==> src/rtl/baudgen_pkg.sv <==
package baudgen_pkg;

    // Decision taken by the phase register on a clock edge
    typedef enum logic {
        PH_ACCUMULATE = 1'b0,
        PH_WRAP       = 1'b1
    } phase_e;

    function automatic longint unsigned gcd_u(input longint unsigned a_in,
                                              input longint unsigned b_in);
        longint unsigned a;
        longint unsigned b;
        longint unsigned t;
        a = a_in;
        b = b_in;
        while (b != 0) begin
            t = a % b;
            a = b;
            b = t;
        end
        return a;
    endfunction

    // Increment added while below the wrap threshold
    function automatic int unsigned step_of(input longint unsigned clk_hz,
                                            input longint unsigned baud_hz,
                                            input longint unsigned ovs);
        longint unsigned rate;
        rate = ovs * baud_hz;
        return int'(rate / gcd_u(clk_hz, rate));
    endfunction

    // Wrap threshold subtracted on a tick
    function automatic int unsigned limit_of(input longint unsigned clk_hz,
                                             input longint unsigned baud_hz,
                                             input longint unsigned ovs);
        longint unsigned rate;
        longint unsigned g;
        rate = ovs * baud_hz;
        g    = gcd_u(clk_hz, rate);
        return int'(clk_hz / g - rate / g);
    endfunction

endpackage

==> src/rtl/baudgen_phase_acc.sv <==
module baudgen_phase_acc
    import baudgen_pkg::*;
#(
    parameter int unsigned STEP  = 144,
    parameter int unsigned LIMIT = 2981
) (
    input  logic clk,
    input  logic rst,
    output logic tick_o
);

    localparam int unsigned PERIOD = STEP + LIMIT;
    localparam int          ACC_W  = (PERIOD > 1) ? $clog2(PERIOD) : 1;
    localparam logic [ACC_W-1:0] STEP_C  = ACC_W'(STEP);
    localparam logic [ACC_W-1:0] LIMIT_C = ACC_W'(LIMIT);
    localparam logic [ACC_W-1:0] BOUND_C = ACC_W'(PERIOD - 1);

    logic [ACC_W-1:0] acc_q;
    logic [ACC_W-1:0] acc_d;
    logic             tick_q;
    phase_e           phase;

    always_comb begin
        phase = (acc_q < LIMIT_C) ? PH_ACCUMULATE : PH_WRAP;
        if (phase == PH_ACCUMULATE) begin
            acc_d = acc_q + STEP_C;
        end else begin
            acc_d = acc_q - LIMIT_C;
        end
    end

    always_ff @(posedge clk) begin
        if (rst) begin
            acc_q  <= '0;
            tick_q <= 1'b0;
        end else begin
            acc_q  <= acc_d;
            tick_q <= (phase == PH_WRAP);
        end
    end

    assign tick_o = tick_q;

    AST_RESET_QUIET: assert property (@(posedge clk)
        rst |=> (!tick_q && acc_q == '0)) else $error("reset state broken");

    AST_ADD_BRANCH: assert property (@(posedge clk) disable iff (rst)
        (acc_q < LIMIT_C) |=> (!tick_q && acc_q == $past(acc_q) + STEP_C))
        else $error("add branch broken");

    AST_WRAP_BRANCH: assert property (@(posedge clk) disable iff (rst)
        (acc_q >= LIMIT_C) |=> (tick_q && acc_q == $past(acc_q) - LIMIT_C))
        else $error("wrap branch broken");

    AST_NO_OVERFLOW: assert property (@(posedge clk) disable iff (rst)
        acc_q <= BOUND_C) else $error("phase register out of range");

endmodule

==> src/rtl/baud_tick_gen16.sv <==
module baud_tick_gen16
    import baudgen_pkg::*;
#(
    parameter longint unsigned CLK_HZ     = 100_000_000,
    parameter longint unsigned BAUD_HZ    = 288_000,
    parameter longint unsigned OVERSAMPLE = 16
) (
    input  logic clk,
    input  logic rst,
    output logic tick
);

    localparam int unsigned STEP   = step_of(CLK_HZ, BAUD_HZ, OVERSAMPLE);
    localparam int unsigned LIMIT  = limit_of(CLK_HZ, BAUD_HZ, OVERSAMPLE);
    localparam int unsigned PERIOD = STEP + LIMIT;

    baudgen_phase_acc #(
        .STEP  (STEP),
        .LIMIT (LIMIT)
    ) u_acc (
        .clk    (clk),
        .rst    (rst),
        .tick_o (tick)
    );

    // Window checker: ticks seen in each aligned period after reset
    logic        started_q;
    int unsigned win_pos_q;
    int unsigned win_hits_q;

    always_ff @(posedge clk) begin
        if (rst) begin
            started_q  <= 1'b0;
            win_pos_q  <= 0;
            win_hits_q <= 0;
        end else if (!started_q) begin
            started_q <= 1'b1;
        end else if (win_pos_q == PERIOD - 1) begin
            AST_WINDOW_COUNT: assert ((win_hits_q + int'(tick)) == STEP)
                else $error("tick count per period wrong");
            win_pos_q  <= 0;
            win_hits_q <= 0;
        end else begin
            win_pos_q  <= win_pos_q + 1;
            win_hits_q <= win_hits_q + int'(tick);
        end
    end

endmodule

==> config.mk <==
export PLATFORM = sky130hd
export DESIGN_NAME = baud_tick_gen16
export DESIGN_NICKNAME = d
export VERILOG_FILES = /design/src/rtl/baudgen_pkg.sv /design/src/rtl/baudgen_phase_acc.sv /design/src/rtl/baud_tick_gen16.sv
export SDC_FILE = /design/constraint.sdc
export NUM_CORES = 1
export LEC_CHECK = 0
export CAP_MARGIN = 40
export CELL_PAD_IN_SITES_DETAIL_PLACEMENT = 0
export CELL_PAD_IN_SITES_GLOBAL_PLACEMENT = 1
export CORE_MARGIN = 2
export CORE_UTILIZATION = 47
export DETAILED_ROUTE_END_ITERATION = 10
export PLACE_DENSITY = 0.86
export SYNTH_ARGS = -nofsm -noshare
export SYNTH_HDL_FRONTEND = slang
export SYNTH_SLANG_ARGS = --single-unit
==> constraint.sdc <==
create_clock -name clk -period 2.7 [get_ports clk]
set_input_delay 0.54 -clock clk [delete_from_list [all_inputs] [get_ports clk]]
set_output_delay 0.54 -clock clk [all_outputs]
set_load 0.01 [all_outputs]
==> results.md <==
- Status: complete, no violations
- Diodes inserted: 0
- Initial antenna violation count: 0
- Clock Sinks: 13
- Die area: 2150 sq um
- Inserted Clock Buffers: 3
- Number of synthesized register bits: 13
- Mapped Area: 842 sq um
- RSZ-0062 raised after global routing: no
- Routed WL: 1.80 mm
- CTS Root Cell: clkbuf_4
- Worst clock skew: 0.00579 ns
- Fmax: 525 MHz
- First-pass DRT Iterations: 4
- Tcrit/Tclk final: 0.705
- I/O Buffers: 2
- Hold depth: 2
- Synth unique cells: 41
- Area Growth Syn to Fin: 4.90%
- Final Slew Violations: 0
- Minimum clock period after layout: 1.90 ns
- Slowest cell on crit path: a31oi_1
- Largest net degree at the start of global routing: 21
- Worst-path fanout max: 5
- Hold buffers post-CTS: 0
- Vias in the first global route: 670
- Final setup viols: 0
- PnR Total Power: 0.394 mW
- H-tree levels: 1
- Initial drt markers: 18
- Arr. time, crit path: 2.07 ns
- Worst-case clock buffer depth: 2
- Die Span Y: 46.3 microns
- Setup TNS: 0 ns
- Drt drc: 0
- Total track usage: 0.200
- Grt total ovfl: 0
- Slew HR: 0.684
- Mean area per synthesized cell: 8.02 sq um
- Stages on worst setup path: 6
- Fillcell total: 163
- Net Count, Synth: 110
- Worst Path Required: 2.87 ns
- Power per cell area: 446 nW/um^2
- Share of cells above drive strength 1: 0.0762
- Syn. warnings: 0
- Final core occ: 0.517
- CP peak stage delay: 0.45 ns
- Post-CTS sizing: 0
- # IOs: 3
- Wire per inst: 13.8 microns
- Max cap viols: 0
- Nets: 111
- VDD IR max: 0.000200 V
- Leak Pwr: 0.293 nW
- CP cell instances: inv_1, ha_1, nand3b_1, a31oi_1, a21oi_1, a311o_1
- Vias/cell: 6.24
- Post-DRT Antenna Nets: 0
- CTS tree: done
- CP Buf/Inv Count: 1
- Initial core utilization: 0.493
- First-pass GRT wire length: 3.11 mm
- Cell count after synthesis: 105
- Worst-Skew Late Latency: 0.28 ns
- Sequential share of the synthesized area: 0.309
- Fin. Hold Viols: 0
- Site row count: 15
- Register-to-Register Path Depth: 6
- Postcts setup bufs: 0
- Cell family with most CP delay: compound AO/OA/AOI/OAI gates
- Core Region: 1710 sq um
- Post-DP HPWL: 1.18 mm
- Die width: 46.3 microns
- Final GP Congestion: 0.842
- Worst-path clk slew: 0.08 ns
- Crit path launch type: flop
- Vias post-DR: 811
- Kind of critical path: flop to flop
- CP endpoint kind: flop
- Worst hold path type: flop to flop
- Tightest Pin Transition: 0.472 ns
-- where the power goes --
part / leakage [nW] / switching, mW / total (mW) / internal, mW
logic: 0.172 / 0.0331 / 0.0564 / 0.0233
clock network: 0.0150 / 0.0657 / 0.123 / 0.0573
registers: 0.106 / 0.0145 / 0.214 / 0.200
-- worst reg2reg max path: stages, from the launching register on --
cell      delay (ns)
dfxtp_1         0.36
inv_1           0.06
ha_1            0.24
nand3b_1        0.22
a31oi_1         0.45
a21oi_1         0.14
a311o_1         0.33
-- state kept, by name (all words and copies together) (netlist names) --
name,cells
u_acc.acc_q,12
u_acc.tick_o,1
-- cells in the final DEF, fill, tap and decap left out, types with 2 or more instances in the layout --
master           count
ha_1                 3
a311oi_1             3
nor3_1               7
o21ai_0              2
a31oi_1              3
clkbuf_4             3
nand2_1              2
nor2_1               4
nand3_1              5
inv_1                7
nor4_1               3
and3_1               2
a21oi_1             11
o31ai_1              2
dfxtp_1             13
buf_4                2
o21a_1               2
o22ai_1              2
clkdlybuf4s50_1      2
nand4_1              4
nor3b_1              2
or4_1                3
-- through the flow --
step                instance area, sq um  std cells  worst slack (ns)  hold WS, ns
detailed placement                   857        126             0.837        0.500
floorplan                            842        105             0.954        0.463
global placement                     857        126             0.877        0.479
CTS                                  883        130             0.825        0.517
global route                         883        130             0.640        0.553
finish                               883        130             0.797        0.513
-- cells by family after synthesis --
kind of cell    count (synthesis)  share of synthesized area
buf+inv                        16                     0.0966
xor+xnor                        1                     0.0104
mux                             1                     0.0134
compound gates                 34                      0.275
flops                          13                      0.309
simple gates                   37                      0.251
fa+ha+maj                       3                     0.0446
-- path summary, 6_finish.rpt --
kind                                                  start                           to  slack, ns
worst min register to register  u_acc.acc_q[0]$_SDFFE_PP0P_  u_acc.acc_q[0]$_SDFFE_PP0P_       0.51
worst max-delay path            u_acc.acc_q[0]$_SDFFE_PP0P_   u_acc.acc_q[10]$_SDFF_PP0_       0.80
worst max register to register  u_acc.acc_q[0]$_SDFFE_PP0P_   u_acc.acc_q[10]$_SDFF_PP0_       0.80
worst min-delay path            u_acc.acc_q[0]$_SDFFE_PP0P_  u_acc.acc_q[0]$_SDFFE_PP0P_       0.51
-- cells in the mapped netlist --
library cell | number | area (sq um)
a2111o_1 | 1 | 11.3
a21boi_0 | 1 | 7.51
a21o_1 | 1 | 7.51
a21oi_1 | 11 | 55.1
a21oi_2 | 1 | 8.76
a221oi_1 | 1 | 8.76
a22oi_1 | 1 | 7.51
a311o_1 | 1 | 10.0
a311oi_1 | 3 | 26.3
a31oi_1 | 3 | 18.8
and2_1 | 1 | 6.26
and3_1 | 2 | 12.5
buf_2 | 1 | 5.00
buf_4 | 3 | 22.5
buf_6 | 1 | 11.3
clkbuf_1 | 2 | 7.51
clkbuf_2 | 1 | 5.00
dfxtp_1 | 13 | 260
ha_1 | 3 | 37.5
inv_1 | 7 | 26.3
inv_2 | 1 | 3.75
mux2_2 | 1 | 11.3
nand2_1 | 2 | 7.51
nand3_1 | 5 | 25.0
nand3b_1 | 1 | 7.51
nand4_1 | 4 | 25.0
nor2_1 | 4 | 15.0
nor2b_1 | 1 | 6.26
nor3_1 | 7 | 35.0
nor3b_1 | 2 | 15.0
nor4_1 | 3 | 18.8
nor4b_1 | 1 | 8.76
o21a_1 | 2 | 15.0
o21ai_0 | 2 | 10.0
o22a_1 | 1 | 8.76
o22ai_1 | 2 | 12.5
o31a_1 | 1 | 8.76
o31ai_1 | 2 | 15.0
or3_1 | 1 | 6.26
or4_1 | 3 | 22.5
xor2_1 | 1 | 8.76
-- per-layer routing --
metal,vias up,part of all wire,GRT usage,wire (microns)
met5,-,0,0,0
met4,0,0.0089,0.0686,16
met2,15,0.47,0.283,837
met3,2,0.029,0.0353,52
met1,392,0.50,0.300,892
li1,402,-,-,-
-- final cells by class --
| class | count | area (sq um) | share of cell area |
|---|---|---|---|
| well taps | 25 | 31.3 | 0.0354 |
| multi-input cells | 76 | 500 | 0.567 |
| clock buffers | 4 | 26.3 | 0.0297 |
| repair buffers | 4 | 35.0 | 0.0397 |
| inverters | 8 | 30.0 | 0.0340 |
| flip-flops and latches | 13 | 260 | 0.295 |
Power figures use the tool's default switching activity.
